**src/rtl/rdcal_pkg.sv**
```systemverilog
`timescale 1ns/1ps
package rdcal_pkg;
    typedef enum logic [2:0] {
        S_SETTLE  = 3'd0,
        S_REQ     = 3'd1,
        S_WAIT    = 3'd2,
        S_LANE_OK = 3'd3,
        S_FAIL    = 3'd4,
        S_DONE    = 3'd5
    } rdcal_state_t;
endpackage

```
**src/rtl/rdcal_pattern_match.sv**
```systemverilog
`timescale 1ns/1ps
// Compares one lane's captured burst with the alternating training pattern.
module rdcal_pattern_match #(
    parameter int LANE_W = 8,
    parameter int BEATS  = 8
) (
    input  logic [LANE_W*BEATS-1:0] beats,
    output logic                    match
);
    logic [LANE_W*BEATS-1:0] expect_w;

    always_comb begin
        for (int b = 0; b < BEATS; b++) begin
            expect_w[b*LANE_W +: LANE_W] = (b % 2 == 1) ? {LANE_W{1'b1}} : {LANE_W{1'b0}};
        end
    end

    assign match = (beats == expect_w);
endmodule

```
**src/rtl/rdcal_settle_timer.sv**
```systemverilog
`timescale 1ns/1ps
// Counts settle cycles while run is high; done in the last settle cycle.
module rdcal_settle_timer #(
    parameter int CYC = 8
) (
    input  logic clk,
    input  logic rst_n,
    input  logic run,
    output logic done
);
    localparam int CW = $clog2(CYC + 1);

    logic [CW-1:0] cnt_q;

    assign done = run && (cnt_q == CW'(CYC - 1));

    always_ff @(posedge clk) begin
        if (!rst_n) begin
            cnt_q <= '0;
        end else if (run && !done) begin
            cnt_q <= cnt_q + CW'(1);
        end else begin
            cnt_q <= '0;
        end
    end
endmodule

```
**src/rtl/rdcal_tap_bank.sv**
```systemverilog
`timescale 1ns/1ps
// Per-lane tap registers with one-cycle load strobes.
module rdcal_tap_bank #(
    parameter int LANES      = 2,
    parameter int TAP_W      = 5,
    parameter int LANE_IDX_W = 1
) (
    input  logic                    clk,
    input  logic                    rst_n,
    input  logic                    inc,
    input  logic [LANE_IDX_W-1:0]   inc_lane,
    input  logic                    clr,
    output logic [LANES*TAP_W-1:0]  taps,
    output logic [LANES-1:0]        ld,
    output logic                    at_max
);
    logic [LANES-1:0] top_hit;

    for (genvar g = 0; g < LANES; g++) begin : g_lane
        logic [TAP_W-1:0] t_q;
        logic             ld_q;
        logic             sel;

        assign sel = (inc_lane == LANE_IDX_W'(g));

        always_ff @(posedge clk) begin
            if (!rst_n) begin
                t_q  <= '0;
                ld_q <= 1'b0;
            end else if (clr) begin
                t_q  <= '0;
                ld_q <= 1'b1;
            end else if (inc && sel) begin
                t_q  <= t_q + TAP_W'(1);
                ld_q <= 1'b1;
            end else begin
                ld_q <= 1'b0;
            end
        end

        assign taps[g*TAP_W +: TAP_W] = t_q;
        assign ld[g]                  = ld_q;
        assign top_hit[g]             = sel && (&t_q);
    end

    assign at_max = |top_hit;
endmodule

```
**src/rtl/rdcal_seq.sv**
```systemverilog
`timescale 1ns/1ps
// Per-lane read calibration sequencer (top).
module rdcal_seq
    import rdcal_pkg::*;
#(
    parameter int LANES      = 2,
    parameter int LANE_W     = 8,
    parameter int BEATS      = 8,
    parameter int TAP_W      = 5,
    parameter int HITS_NEED  = 4,
    parameter int SETTLE_CYC = 8,
    localparam int LANE_IDX_W = (LANES > 1) ? $clog2(LANES) : 1
) (
    input  logic                          clk,
    input  logic                          rst_n,
    input  logic                          has_out_delay,
    output logic                          rd_req,
    output logic [LANE_IDX_W-1:0]         rd_lane,
    input  logic                          rd_gnt,
    input  logic                          cap_valid,
    input  logic [LANES*BEATS*LANE_W-1:0] cap_data,
    output logic [LANES*TAP_W-1:0]        tap_val,
    output logic [LANES-1:0]              tap_ld,
    output logic                          cal_done,
    output logic                          cal_err,
    output logic                          wrcal_go,
    output logic                          wralign_go
);
    localparam int SLICE_W = LANE_W * BEATS;
    localparam int HIT_W   = $clog2(HITS_NEED + 1);

    rdcal_state_t          st_q, st_d;
    logic [LANE_IDX_W-1:0] lane_q, lane_d;
    logic [HIT_W-1:0]      hits_q, hits_d;
    logic [LANES-1:0]      match_vec;
    logic                  lane_match;
    logic                  settle_done;
    logic                  tap_inc, tap_clr, tap_at_max, finish;
    logic                  err_q, wrcal_q, wralign_q;

    // Pattern comparison, one per lane
    for (genvar g = 0; g < LANES; g++) begin : g_match
        rdcal_pattern_match #(.LANE_W(LANE_W), .BEATS(BEATS)) u_pm (
            .beats (cap_data[g*SLICE_W +: SLICE_W]),
            .match (match_vec[g])
        );
    end
    assign lane_match = match_vec[lane_q];

    rdcal_settle_timer #(.CYC(SETTLE_CYC)) u_settle (
        .clk   (clk),
        .rst_n (rst_n),
        .run   (st_q == S_SETTLE),
        .done  (settle_done)
    );

    rdcal_tap_bank #(.LANES(LANES), .TAP_W(TAP_W), .LANE_IDX_W(LANE_IDX_W)) u_taps (
        .clk      (clk),
        .rst_n    (rst_n),
        .inc      (tap_inc),
        .inc_lane (lane_q),
        .clr      (tap_clr),
        .taps     (tap_val),
        .ld       (tap_ld),
        .at_max   (tap_at_max)
    );

    // Next-state and control decode
    always_comb begin
        st_d    = st_q;
        lane_d  = lane_q;
        hits_d  = hits_q;
        tap_inc = 1'b0;
        tap_clr = 1'b0;
        finish  = 1'b0;
        unique case (st_q)
            S_SETTLE: begin
                if (settle_done) st_d = S_REQ;
            end
            S_REQ: begin
                if (rd_gnt) st_d = S_WAIT;
            end
            S_WAIT: begin
                if (cap_valid) begin
                    if (lane_match) begin
                        if (hits_q == HIT_W'(HITS_NEED - 1)) begin
                            st_d = S_LANE_OK;
                        end else begin
                            hits_d = hits_q + HIT_W'(1);
                            st_d   = S_REQ;
                        end
                    end else begin
                        hits_d = '0;
                        if (tap_at_max) begin
                            st_d = S_FAIL;
                        end else begin
                            tap_inc = 1'b1;
                            st_d    = S_SETTLE;
                        end
                    end
                end
            end
            S_LANE_OK: begin
                hits_d = '0;
                if (lane_q == LANE_IDX_W'(LANES - 1)) begin
                    finish = 1'b1;
                    st_d   = S_DONE;
                end else begin
                    lane_d = lane_q + LANE_IDX_W'(1);
                    st_d   = S_SETTLE;
                end
            end
            S_FAIL: begin
                hits_d  = '0;
                lane_d  = '0;
                tap_clr = 1'b1;
                st_d    = S_SETTLE;
            end
            S_DONE: begin
                st_d = S_DONE;
            end
            default: begin
                st_d = S_SETTLE;
            end
        endcase
    end

    // State register
    always_ff @(posedge clk) begin
        if (!rst_n) begin
            st_q   <= S_SETTLE;
            lane_q <= '0;
            hits_q <= '0;
        end else begin
            st_q   <= st_d;
            lane_q <= lane_d;
            hits_q <= hits_d;
        end
    end

    // Outputs
    always_ff @(posedge clk) begin
        if (!rst_n) begin
            err_q     <= 1'b0;
            wrcal_q   <= 1'b0;
            wralign_q <= 1'b0;
        end else begin
            wrcal_q   <= finish && has_out_delay;
            wralign_q <= finish && !has_out_delay;
            if (st_q == S_FAIL) begin
                err_q <= 1'b1;
            end else if (finish) begin
                err_q <= 1'b0;
            end
        end
    end

    assign rd_req     = (st_q == S_REQ);
    assign rd_lane    = lane_q;
    assign cal_done   = (st_q == S_DONE);
    assign cal_err    = err_q;
    assign wrcal_go   = wrcal_q;
    assign wralign_go = wralign_q;
endmodule

```
**config.mk**
```make
export PLATFORM = sky130hd
export DESIGN_NAME = rdcal_seq
export DESIGN_NICKNAME = d
export VERILOG_FILES = /design/src/rtl/rdcal_pkg.sv /design/src/rtl/rdcal_pattern_match.sv /design/src/rtl/rdcal_settle_timer.sv /design/src/rtl/rdcal_tap_bank.sv /design/src/rtl/rdcal_seq.sv
export SDC_FILE = /design/constraint.sdc
export NUM_CORES = 1
export LEC_CHECK = 0
export ABC_AREA = 0
export ABC_CLOCK_PERIOD_IN_PS = 3000
export BUFFER_PORTS_ARGS = -buffer_cell sky130_fd_sc_hd__buf_2
export CAP_MARGIN = 20
export CORE_MARGIN = 4
export CORE_UTILIZATION = 37
export CTS_BUF_LIST = sky130_fd_sc_hd__clkbuf_16
export DETAILED_ROUTE_END_ITERATION = 7
export PLACE_DENSITY = 0.8
export SETUP_SLACK_MARGIN = 0.15
export SLEW_MARGIN = 40
export SYNTH_ARGS = -nofsm -noshare
export SYNTH_HDL_FRONTEND = slang
export SYNTH_HIERARCHICAL = 1
export SYNTH_SLANG_ARGS = --single-unit
```
**constraint.sdc**
```tcl
create_clock -name clk -period 3 [get_ports clk]
set_input_delay 0.45 -clock clk [delete_from_list [all_inputs] [get_ports clk]]
set_output_delay 0.45 -clock clk [all_outputs]
set_load 0.005 [all_outputs]
```
==> results.json <==
{
  "outcome": "complete, no violations",
  "post-dp-hpwl_mm": 4.74,
  "critPathRequiredTime_ps": 3190,
  "critPathSlowestCell": "or4_1",
  "ys_seq_area_frac": 0.315,
  "critPathMaxFanout": 7,
  "post_layout_min_period_ps": 2480,
  "total_leakage_power_nw": 1.26,
  "register_area_sq_um": 520,
  "synth.area.top_cells": "dfxtp_1 (32%), ha_1 (5.3%), nor4bb_1 (4.9%), nor2_1 (3.4%), nor2b_1 (3.4%)",
  "cp.arrival_ps": 2670,
  "rows": 24,
  "initial_utilization": 0.382,
  "filler_cell_count": 387,
  "post_cts.resized_instances": 0,
  "pwr_density_cell_nw_per_um2": 302,
  "worst_path_most_repeated_cell": "buf_4",
  "grt_max_degree": 15,
  "via_count": 1990,
  "post_cts.repair.setup_buffers": 0,
  "insertedDiodeCount": 0,
  "synthCells": 189,
  "dpl_worst_slack_ps": 283,
  "reg2reg_setup_slack_ps": 630,
  "overall_die_height_microns": 74.8,
  "max_clock_freq_ghz": 0.403,
  "crit-reg2reg-launch": "u_taps/g_lane[1].t_q[0]$_SDFFE_PP0P_",
  "setup_repair_after_global_routing_missed_its_margin": "no",
  "worst_clock_skew_ps": 2.88,
  "io_pins": 151,
  "critical_path.startpoint": "cap_data[2]",
  "report.final.slew_viol_count": 0,
  "fin_tns_setup_ps": 0,
  "max_stage_delay_ps": 530,
  "post-route-util": 0.585,
  "syn-num-nets": 329,
  "drive_above_1_share": 0.482,
  "number_of_buffers_inserted_during_clock_tree_synthesis": 3,
  "finalHoldViolCount": 0,
  "synth_edf_count": 0,
  "clkSinkCount": 26,
  "fin_crit_sh": 0.828,
  "synth_warn": 6,
  "setup_ws_ps": 517,
  "groute.usage.overall": 0.191,
  "tightestPinTransition_ps": 462,
  "critPathTopFamily": "simple AND/OR/NAND/NOR gates",
  "hp-start": "has_out_delay",
  "cts_hold_repair_buffers": 0,
  "timing.final.setup_violations": 0,
  "drc": 0,
  "place_congestion": 0.856,
  "cp_num_buf_inv": 3,
  "placeableCoreArea_sq_um": 4320,
  "nature_of_the_critical_path_endpoint": "flip-flop",
  "detail_route.wl_per_cell_microns": 14.0,
  "global_route_wire_length_before_repair_mm": 8.40,
  "number_of_global_route_vias_before_repair": 1951,
  "path_class": "in2reg",
  "path_cells": "buf_2, nand4bb_1, or4_1, nor4_2, mux2_2, nor4_1, buf_4, nor2b_1, buf_4, nand4_1, mux2i_1",
  "initialDrtViolationCount": 161,
  "dieWidth_microns": 74.8,
  "fin_cells": 392,
  "first_pass_iters": 4,
  "clkLatencyLatePin_ps": 260,
  "clockRootBuffer": "clkbuf_16",
  "tritoncts": "done",
  "postSynthRegisterBits": 26,
  "power.ir.vdd_worst_mv": 0.196,
  "ant_nets": 0,
  "htree_num_levels": 1,
  "synth_area_per_cell_sq_um": 8.73,
  "finalInstanceArea_sq_um": 2530,
  "routed_wl_mm": 5.50,
  "placement.io_buffers": 150,
  "clock_path_buffers": 2,
  "library_cells_used_by_synthesis": 44,
  "yosys_most_used_dff": "dfxtp_1",
  "maxCapViolations": 0,
  "grt_antenna_before_repair": 0,
  "min_path_type": "in2reg",
  "dp.cells": 388,
  "synthDominantAreaCellType": "dfxtp_1",
  "synth_largest_type_area_fraction": 0.315,
  "area_growth_pct": 53.2,
  "nNetsFinal": 481,
  "placed_cell_area_sq_um": 2450,
  "startpoint_type": "input pin",
  "floorplan.die_area_sq_um": 5590,
  "clk_transition_reported_paths_ps": 60,
  "multi_input_comb_area_sq_um": 1050,
  "globalRoute.totalOverflow": 0,
  "async_s_r_ff_share_synth": 0,
  "synthesis.area_sq_um": 1650,
  "slew_headroom": 0.689,
  "vias_per_cell": 5.08
}
==> path summary, 6_finish.rpt <==
check	cells past startpoint	to
max	11	u_taps/g_lane[0].t_q[3]$_SDFFE_PP0P_
min	2	wralign_go$_SDFF_PN0_
max reg2reg	10	u_taps/g_lane[0].t_q[3]$_SDFFE_PP0P_
min reg2reg	1	u_settle/cnt_q[0]$_SDFF_PN0_
==> cell families after synthesis <==
group	Yosys count	synth area share
AO/OA/AOI/OAI	27	0.0986
XOR/XNOR	6	0.0318
adder cells (fa/ha/maj)	7	0.0531
buffers and inverters	14	0.0462
flip-flops	26	0.315
multiplexers	7	0.0440
AND/OR/NAND/NOR	102	0.411
==> metal layers <==
layer  routed length [microns]  vias to the layer above  track usage
met3                       343                        9       0.0187
met4                        91                        0       0.0652
met1                      2170                      880        0.232
li1                          -                     1017            -
met2                      2890                       84        0.352
met5                         0                        -            0
==> power by group <==
part | internal, mW | switching [mW] | leakage (nW)
Clock | 0.178 | 0.120 | 0.0385
Combinational | 0.0767 | 0.0375 | 1.01
Sequential | 0.349 | 0.00334 | 0.210
Total | 0.604 | 0.161 | 1.26
==> metrics by stage <==
| step | hold slack [ps] | power (mW) |
|---|---|---|
| CTS | 351 | 0.768 |
| finish | 352 | 0.765 |
| floorplan | 418 | 0.386 |
| detailed placement | 445 | 0.475 |
| global route | 361 | 0.797 |
| global placement | 428 | 0.471 |
==> Yosys cell counts (3+ instances only) <==
master	n
inv_1	6
nor4_1	8
and3_1	3
nor2b_1	9
ha_1	7
nand2b_1	3
nand2_1	9
nor4bb_1	8
nand4b_1	6
buf_4	4
nor2_1	15
nand3_1	5
nand3b_1	4
xor2_1	5
and4_1	4
dfxtp_1	26
mux2i_1	5
nor4b_1	4
o21ai_0	7
nand4_1	8
a21oi_1	10
==> state kept, by name, summed over array words and instances (netlist names) <==
signal              flops
hits_q                  3
wrcal_go                1
rd_lane                 1
cal_err                 1
wralign_go              1
u_taps/g_lane.ld_q      2
u_taps/g_lane.t_q      10
st_q                    3
u_settle/cnt_q          4
==> area by class of cell <==
class                   instances  share of cell area
well taps                      52              0.0257
repair buffers                155               0.312
multi-input cells             149               0.417
clock buffers                   3              0.0297
inverters                       6             0.00891
clock inverters                 1             0.00148
flip-flops and latches         26               0.206
==> placed cells by master, fill, tap and decap left out, types with 8 or more instances in the layout <==
| cell | count |
|---|---|
| a21oi_1 | 10 |
| dfxtp_1 | 26 |
| nor4_1 | 8 |
| nor2_1 | 15 |
| nor4bb_1 | 8 |
| buf_2 | 150 |
| nand2_1 | 9 |
| nand4_1 | 8 |
| nor2b_1 | 9 |
No activity file was read; power rests on OpenSTA's default activity.
